File: config.mk
export PLATFORM = sky130hd
export DESIGN_NAME = pwm_fault_gen
export DESIGN_NICKNAME = d
export VERILOG_FILES = /design/src/rtl/pwmf_pkg.sv /design/src/rtl/pwmf_timebase.sv /design/src/rtl/pwmf_fault_ctrl.sv /design/src/rtl/pwm_fault_gen.sv
export SDC_FILE = /design/constraint.sdc
export NUM_CORES = 1
export LEC_CHECK = 0
export ABC_AREA = 1
export BUFFER_PORTS_ARGS = -buffer_cell sky130_fd_sc_hd__buf_2
export CAP_MARGIN = 20
export CORE_ASPECT_RATIO = 2
export CORE_MARGIN = 2
export CORE_UTILIZATION = 57
export DETAILED_ROUTE_END_ITERATION = 12
export PLACE_DENSITY_LB_ADDON = 0.08
export SKIP_CTS_REPAIR_TIMING = 1
export SYNTH_ARGS = -nofsm -noshare
export SYNTH_HDL_FRONTEND = slang
export SYNTH_HIERARCHICAL = 1
export SYNTH_SLANG_ARGS = --single-unit
File: constraint.sdc
create_clock -name clk -period 2.6 [get_ports clk]
set_input_delay 0.13 -clock clk [delete_from_list [all_inputs] [get_ports clk]]
set_output_delay 0.13 -clock clk [all_outputs]
set_load 0.005 [all_outputs]
File: src/rtl/pwmf_pkg.sv
package pwmf_pkg;
    typedef enum logic [1:0] {
        ST_RUN  = 2'd0,
        ST_SHUT = 2'd1,
        ST_HOLD = 2'd2
    } flt_state_t;

    localparam logic [1:0] ADR_PERIOD = 2'd0;
    localparam logic [1:0] ADR_DUTY   = 2'd1;
    localparam logic [1:0] ADR_CTRL   = 2'd2;
    localparam logic [1:0] ADR_SHUT   = 2'd3;

    localparam logic [1:0] SAFE_LOW  = 2'b00;
    localparam logic [1:0] SAFE_HIGH = 2'b01;
endpackage

File: src/rtl/pwmf_timebase.sv
module pwmf_timebase #(
    parameter int PR_W   = 8,
    parameter int FRAC_W = 2,
    parameter int DUTY_W = 10
) (
    input  logic              clk,
    input  logic              rst_n,
    input  logic [PR_W-1:0]   pr_new,
    input  logic [DUTY_W-1:0] duty_new,
    input  logic [1:0]        ps_new,
    output logic              pwm_o,
    output logic              rollover_o
);
    localparam int PS_W = 4;

    logic [PR_W-1:0]   pr_act;
    logic [DUTY_W-1:0] duty_act;
    logic [1:0]        ps_act;
    logic [DUTY_W-1:0] cnt;
    logic [PS_W-1:0]   pre;
    logic [PS_W-1:0]   pre_lim;
    logic [DUTY_W-1:0] cnt_last;
    logic              tick;

    always_comb begin
        unique case (ps_act)
            2'b00:   pre_lim = PS_W'(0);
            2'b01:   pre_lim = PS_W'(3);
            default: pre_lim = PS_W'(15);
        endcase
    end

    assign tick       = (pre == pre_lim);
    assign cnt_last   = {pr_act, {FRAC_W{1'b1}}};
    assign rollover_o = tick && (cnt == cnt_last);
    assign pwm_o      = (cnt < duty_act);

    always_ff @(posedge clk or negedge rst_n) begin
        if (!rst_n) begin
            pre      <= '0;
            cnt      <= '0;
            pr_act   <= '1;
            duty_act <= '0;
            ps_act   <= 2'b00;
        end else if (rollover_o) begin
            pre      <= '0;
            cnt      <= '0;
            pr_act   <= pr_new;
            duty_act <= duty_new;
            ps_act   <= ps_new;
        end else if (tick) begin
            pre <= '0;
            cnt <= cnt + 1'b1;
        end else begin
            pre <= pre + 1'b1;
        end
    end

    assert_cnt_in_range_R2: assert property (@(posedge clk) disable iff (!rst_n)
        cnt <= cnt_last);
    assert_duty_buffered_R5: assert property (@(posedge clk) disable iff (!rst_n)
        !rollover_o |=> $stable(duty_act) && $stable(pr_act));
endmodule

File: src/rtl/pwmf_fault_ctrl.sv
module pwmf_fault_ctrl
    import pwmf_pkg::*;
(
    input  logic clk,
    input  logic rst_n,
    input  logic fault_in,
    input  logic auto_en,
    input  logic sw_clr,
    input  logic rollover_i,
    output logic fault_sync_o,
    output logic status_o,
    output logic safe_o
);
    logic       meta_q;
    logic       sync_q;
    flt_state_t state, state_nx;

    always_ff @(posedge clk or negedge rst_n) begin
        if (!rst_n) begin
            meta_q <= 1'b0;
            sync_q <= 1'b0;
        end else begin
            meta_q <= fault_in;
            sync_q <= meta_q;
        end
    end

    always_comb begin
        state_nx = state;
        unique case (state)
            ST_RUN:  if (sync_q) state_nx = ST_SHUT;
            ST_SHUT: if (!sync_q && (auto_en || sw_clr)) state_nx = ST_HOLD;
            ST_HOLD: begin
                if (sync_q)          state_nx = ST_SHUT;
                else if (rollover_i) state_nx = ST_RUN;
            end
            default: state_nx = ST_SHUT;
        endcase
    end

    always_ff @(posedge clk or negedge rst_n) begin
        if (!rst_n) state <= ST_RUN;
        else        state <= state_nx;
    end

    always_comb begin
        fault_sync_o = sync_q;
        status_o     = (state == ST_SHUT);
        safe_o       = (state != ST_RUN) || sync_q;
    end

    assert_latch_while_fault_R8: assert property (@(posedge clk) disable iff (!rst_n)
        (state == ST_SHUT && sync_q) |=> state == ST_SHUT);
    assert_no_self_clear_R8: assert property (@(posedge clk) disable iff (!rst_n)
        (state == ST_SHUT && !auto_en && !sw_clr) |=> state == ST_SHUT);
    assert_wait_boundary_R10: assert property (@(posedge clk) disable iff (!rst_n)
        (state == ST_HOLD && !rollover_i && !sync_q) |=> state == ST_HOLD);
endmodule

File: src/rtl/pwm_fault_gen.sv
module pwm_fault_gen
    import pwmf_pkg::*;
#(
    parameter int PR_W   = 8,
    parameter int FRAC_W = 2,
    parameter int PINS   = 2
) (
    input  logic            clk,
    input  logic            rst_n,
    input  logic            wr_en,
    input  logic [1:0]      addr,
    input  logic [7:0]      wdata,
    output logic [7:0]      rdata,
    input  logic            fault_in,
    output logic [PINS-1:0] out_a,
    output logic            oe_a,
    output logic [PINS-1:0] out_b,
    output logic            oe_b
);
    localparam int DUTY_W = PR_W + FRAC_W;
    localparam int GROUPS = 2;

    logic [PR_W-1:0] period_q;
    logic [7:0]      duty_hi_q;
    logic [7:0]      ctrl_q;
    logic [6:0]      shut_q;
    logic            pwm, rollover, status, safe, fault_sync, sw_clr;
    logic [1:0]      safe_sel [GROUPS];
    logic [PINS-1:0] grp_out  [GROUPS];
    logic            grp_oe   [GROUPS];

    always_ff @(posedge clk or negedge rst_n) begin
        if (!rst_n) begin
            period_q  <= '1;
            duty_hi_q <= '0;
            ctrl_q    <= '0;
            shut_q    <= '0;
        end else if (wr_en) begin
            unique case (addr)
                ADR_PERIOD: period_q  <= wdata[PR_W-1:0];
                ADR_DUTY:   duty_hi_q <= wdata;
                ADR_CTRL:   ctrl_q    <= wdata;
                ADR_SHUT:   shut_q    <= wdata[6:0];
                default:    ;
            endcase
        end
    end

    assign sw_clr = wr_en && (addr == ADR_SHUT) && !wdata[7];

    always_comb begin
        unique case (addr)
            ADR_PERIOD: rdata = 8'(period_q);
            ADR_DUTY:   rdata = duty_hi_q;
            ADR_CTRL:   rdata = ctrl_q;
            default:    rdata = {status, shut_q};
        endcase
    end

    pwmf_timebase #(.PR_W(PR_W), .FRAC_W(FRAC_W), .DUTY_W(DUTY_W)) u_tb (
        .clk        (clk),
        .rst_n      (rst_n),
        .pr_new     (period_q),
        .duty_new   ({duty_hi_q, ctrl_q[1:0]}),
        .ps_new     (ctrl_q[3:2]),
        .pwm_o      (pwm),
        .rollover_o (rollover)
    );

    pwmf_fault_ctrl u_fc (
        .clk          (clk),
        .rst_n        (rst_n),
        .fault_in     (fault_in),
        .auto_en      (ctrl_q[5]),
        .sw_clr       (sw_clr),
        .rollover_i   (rollover),
        .fault_sync_o (fault_sync),
        .status_o     (status),
        .safe_o       (safe)
    );

    assign safe_sel[0] = shut_q[3:2];
    assign safe_sel[1] = shut_q[1:0];

    for (genvar g = 0; g < GROUPS; g++) begin : g_grp
        always_comb begin
            if (!safe) begin
                grp_out[g] = {PINS{(g == 0) ? pwm : ~pwm}};
                grp_oe[g]  = 1'b1;
            end else begin
                unique case (safe_sel[g])
                    SAFE_LOW:  begin grp_out[g] = '0; grp_oe[g] = 1'b1; end
                    SAFE_HIGH: begin grp_out[g] = '1; grp_oe[g] = 1'b1; end
                    default:   begin grp_out[g] = '0; grp_oe[g] = 1'b0; end
                endcase
            end
        end
    end

    assign out_a = grp_out[0];
    assign oe_a  = grp_oe[0];
    assign out_b = grp_out[1];
    assign oe_b  = grp_oe[1];

    assert_safe_on_fault_R6: assert property (@(posedge clk) disable iff (!rst_n)
        fault_sync |-> (oe_a == !shut_q[3]) && (oe_b == !shut_q[1]));
    assert_tristate_field_R7: assert property (@(posedge clk) disable iff (!rst_n)
        (status && shut_q[3]) |-> (!oe_a && out_a == '0));
    assert_high_field_R7: assert property (@(posedge clk) disable iff (!rst_n)
        (status && shut_q[1:0] == SAFE_HIGH) |-> (oe_b && out_b == '1));
endmodule

=== After elaboration in Yosys (flattened, before gate mapping) ===
Cells that the tools add are included.

* Reductions and logical operators: 22
* Add/sub/neg operators: 2
* Bitwise operators: 1
* Magnitude comparators: 1
* Shift-type cells: 0
* Divide/modulo/power cells: 0
* $mul: 0
* Equality and inequality tests: 13
* Mux-type cells: 19

{| class="wikitable"
|+ Operators by type and width
! kind !! number
|-
| $pmux W8 S3 || 1
|-
| $mux W10 || 2
|-
| $mux W2 || 8
|-
| $add A10 B1 Y10 const B || 1
|-
| $eq A10 B10 Y1 || 1
|-
| $eq A2 B1 Y1 const B || 5
|-
| $logic_not A2 Y1 || 5
|-
| $lt A10 B10 Y1 || 1
|-
| $mux W4 || 2
|-
| $pmux W4 S2 || 1
|-
| $reduce_and A2 Y1 || 4
|-
| $eq A2 B2 Y1 const B || 3
|-
| $pmux W2 S3 || 1
|-
| $add A4 B1 Y4 const B || 1
|-
| $eq A4 B4 Y1 || 1
|-
| $logic_and A1 B1 Y1 || 4
|-
| $mux W1 || 4
|-
| $ne A2 B1 Y1 const B || 2
|-
| $reduce_bool A2 Y1 || 2
|-
| $reduce_or A2 Y1 || 2
|-
| $ne A3 B2 Y1 const B || 1
|-
| $reduce_and A3 Y1 || 1
|-
| $logic_not A1 Y1 || 2
|-
| $logic_or A1 B1 Y1 || 2
|-
| $not A1 Y1 || 1
|}

* Bits in registers: 69
* ROM bits: 0
* Latch bits: 0
* Memory bits (writable): 0
* Memories kept: 0

=== Depth between registers and ports, before layout ===
* Word-level depth: 7
* Depth in mapped cells: 12

=== By module ===
Netlist, hierarchy kept.

{| class="wikitable"
|+ By module, submodules not included
! module !! area an instance (um2) !! cells an instance !! seq. area each (um2) !! times used
|-
| pwmf_timebase || 2,104.5 || 299 || 860.8 || 1
|-
| pwm_fault_gen || 1,634.1 || 169 || 785.8 || 1
|-
| pwmf_fault_ctrl || 161.4 || 16 || 100.1 || 1
|}

=== Worst setup path after synthesis ===
Ideal clock, no wire load.

* Path kind: register to output
* Start point: register u_tb.cnt[5]
* End point: output out_b[1]
* Cell stages (with the launch flop): 9
* Required time: 2.470 ns
* Arrival: 1.467 ns
* Path slack: 1.003 ns
* Cell sequence: dfrtp_1 ha_1 nand2_1 o21ai_0 nand2_1 o211ai_1 nor2_1 a21oi_1 buf_4

* Cells in the longest elaborated chain, start to end: 3

{| class="wikitable"
|+ RTL lines
! item !! RTL line !! source
|-
| start, declared || pwmf_timebase.sv:19 || <nowiki>logic [DUTY_W-1:0] cnt;</nowiki>
|-
| start signal, assigned || pwmf_timebase.sv:53 || <nowiki>cnt <= cnt + 1'b1;</nowiki>
|-
| $lt A10 B10 Y1 || pwmf_timebase.sv:36 || <nowiki>assign pwm_o = (cnt < duty_act);</nowiki>
|-
| net pwm || pwm_fault_gen.sv:27 || <nowiki>logic pwm, rollover, status, safe, fault_sync, sw_clr;</nowiki>
|-
| $not A1 Y1 || pwm_fault_gen.sv:88 || <nowiki>grp_out[g] = {PINS{(g == 0) ? pwm : ~pwm}};</nowiki>
|-
| $mux W2 || pwm_fault_gen.sv:87 || <nowiki>if (!safe) begin</nowiki>
|-
| end, declared || pwm_fault_gen.sv:17 || <nowiki>output logic [PINS-1:0] out_b,</nowiki>
|}

The timed path passes the listed nets, and every way through them passes these cells.

=== Final worst setup path ===
* Start point: register u_tb.cnt[5]
* End point: output out_b[0]

The elaborated chain is that of the path after synthesis.

==> impl_metrics.csv <==
group,metric,value,unit
placed_design,io_buffer_count,27,
detailed_routing,wl_per_cell,14.6,µm
worst_setup_path,path_class,"flop to output port",
global_route,grt_pass1_wl,15200,µm
logic_synthesis,synthTopCellsByArea,"dfrtp_1 34%, nand2_1 15%, dfstp_2 11%",
worst_setup_path,cp.arrival,2.14,ns
global_route,antenna_found_initial,0,
timing,hold_violations,0,
detailed_routing,drt_iter0_markers,168,
die,die_w,62.5,µm
finish,layout-drive-gt1-share,22.4,%
worst_setup_path,slowest_delay,0.48,ns
clocking,clk_pin_slew_worst_paths,0.06,ns
clocking,cts_buffers,9,
timing,skew,0.00431,ns
timing,setup_viol,0,
worst_setup_path,cp_common_cell,"nand2_1",
finish,antenna_cells,0,
pwr,leakage,2.26,nW
logic_synthesis,netlist_area,0.00390,mm²
timing,tightest_slew,0.571,ns
timing,holdWs,0.0393,ns
clocking,cts_tree,"built",
logic_synthesis,yosys_register_bits,69,
finish,layout_commonest_cell,"nand2_1",
worst_setup_path,path_max_fanout,6,
global_route,grt_pass1_vias,3213,
finish,stdcell_count,606,
die,initial_utilization,58.9,%
worst_setup_path,required,2.47,ns
detailed_routing,num_vias,3182,
placed_design,dp.cells,588,
die,row_count,42,
timing,fin_crit_sh,87.3,%
logic_synthesis,synth_cell_types,29,
worst_setup_path,start_kind,"flop",
placed_design,place.gp.congestion,0.941,
clocking,h-tree-depth,3,
clocking,cts_max_path_buffers,2,
detailed_routing,ant_nets,0,
logic_synthesis,yosysWarnings,6,
timing,setup_tns,0,ns
timing,final_max_slew_viol_count,0,
finish,final_nets,538,
global_route,grt_overflow,0,
clocking,cts-root-buf,"clkbuf_16",
die,num_io_pins,28,
clocking,clock_latency,0.33,ns
worst_setup_path,cp_cell_sequence,"ha_1 -> nand2_1 -> o21ai_0 -> nand2_1 -> o211ai_1 -> nor2_1 -> a21oi_1 -> buf_2",
logic_synthesis,synth_cells,484,
global_route,grt_usage,26.4,%
job,maxCapViolCount,0,
placed_design,dp_hpwl,6710,µm
pwr,power_density,909,mW/mm²
detailed_routing,totalWireLength,8850,µm
timing,slew_headroom,61.6,%
detailed_routing,post-route-drc-count,0,
detailed_routing,drt-vias-per-instance,5.25,
die,dieArea,0.00756,mm²
run_status,outcome,"finished clean",
pwr,vdd_ir_drop_max,0.000798,V
die,fp.coreArea,0.00662,mm²
global_route,grt_max_degree,30,
logic_synthesis,syn_avg_cell_area,8.06,µm²
timing,fin_crit,2.27,ns
worst_setup_path,cp_slowest_cell,"dfrtp_1",
logic_synthesis,synth_top_cell_area_share,34.0,%
logic_synthesis,syn-num-nets,509,
die,die_y,121,µm
finish,final_cell_mix,"155 x nand2_1, 59 x nand3_1, 53 x dfrtp_1, 51 x inv_1, 33 x nor2_1",
logic_synthesis,yosysTopAreaCell,"dfrtp_1",
clocking,cts_sinks,69,
timing,rsz0062_at_grt,"false",
finish,area_growth,12.5,%
logic_synthesis,yosysSeqAreaShare,44.8,%
min_path,hp-class,"input pin to flop",
timing,timing.fmax,440,MHz
detailed_routing,drt_pass1_iterations,4,
worst_setup_path,worstSetupEndpointType,"output port",
[final timing paths]
path,startpoint,to,slack (ns),cells after the start
worst max-delay path,u_tb/cnt[5],out_b[0],0.33,8
worst min-delay path,wdata[7],period_q[7],0.04,3
worst max register to register,u_tb/cnt[4],u_tb/cnt[9],0.75,5
worst min register to register,u_fc/meta_q,u_fc/fault_sync_o,0.38,0
max in group asynchronous,rst_n,u_tb/pr_act[5],1.46,3
min in group asynchronous,rst_n,u_tb/pre[2],0.31,2
[critical path, delay by kind of cell (launching register included)]
| kind | cells | cell delay [ns] |
|---|---|---|
| buf+inv | 1 | 0.14 |
| compound gates | 3 | 0.55 |
| simple gates | 3 | 0.29 |
| fa+ha+maj | 1 | 0.35 |
| flops | 1 | 0.48 |
[report_power, final]
group	switching, mW	internal [mW]	total, mW
clock	0.457	0.863	1.32
sequential	0.226	1.37	1.59
combinational	0.664	0.411	1.07
total	1.35	2.64	3.99
[layout make-up]
type                       count  area [µm²]
multi-input combinational    341        1790
fill                         605        2230
timing repair buffer          34         193
tap                           88         110
clock buffer                  10         239
sequential                    69        1750
inverter                      58         218
clock inverter                 6        86.3
[cells by family after synthesis]
| group | after synthesis | synth area share [%] |
|---|---|---|
| AND/OR/NAND/NOR | 279 | 32.5 |
| adder cells (fa/ha/maj) | 11 | 3.53 |
| AO/OA/AOI/OAI | 46 | 8.85 |
| buffers and inverters | 74 | 9.21 |
| XOR/XNOR | 5 | 1.12 |
| flip-flops | 69 | 44.8 |
[state kept, by name, indices dropped and copies added (netlist names)]
| name | cells |
|---|---|
| u_tb/pre | 4 |
| u_fc/state | 2 |
| u_fc/meta_q | 1 |
| duty_hi_q | 8 |
| period_q | 8 |
| shut_q | 7 |
| u_tb/duty_act | 10 |
| ctrl_q | 8 |
| u_tb/cnt | 10 |
| u_tb/pr_act | 8 |
| u_fc/fault_sync_o | 1 |
| u_tb/ps_act | 2 |
[layer usage]
| metal | track usage [%] | vias to the layer above | wire length (µm) |
|---|---|---|---|
| met3 | 4.64 | 24 | 262 |
| met4 | 16.9 | 0 | 428 |
| li1 | - | 1611 | - |
| met5 | 0 | - | 0 |
| met1 | 27.6 | 1470 | 3300 |
| met2 | 47.8 | 77 | 4860 |
[cells in the mapped netlist, drive strengths merged]
cell and instances:
inv 56, nand4 11, ha 11, dfstp 16
dfrtp 53, o211ai 1, buf 16, a21oi 9
nand2 164, nand3b 1, xnor2 3, nor2 38
nand3 62, nor3 2, clkinv 2, nor4 1
o21ai 36, xor2 2
[per-stage QoR]
| step | utilization, % | area, µm² | worst slack (ns) | power (mW) |
|---|---|---|---|---|
| 2_1_floorplan | - | 3900 | 1.00 | 2.38 |
| 3_3_place_gp | 61.0 | 4040 | 0.756 | 2.64 |
| 3_5_place_dp | 61.0 | 4040 | 0.705 | 2.68 |
| 4_1_cts | 65.9 | 4370 | 0.328 | 4.02 |
| 5_1_grt | 66.3 | 4390 | 0.230 | 4.26 |
| 6_report | 66.3 | 4390 | 0.329 | 3.99 |
No activity file was read; power rests on OpenSTA's default activity.
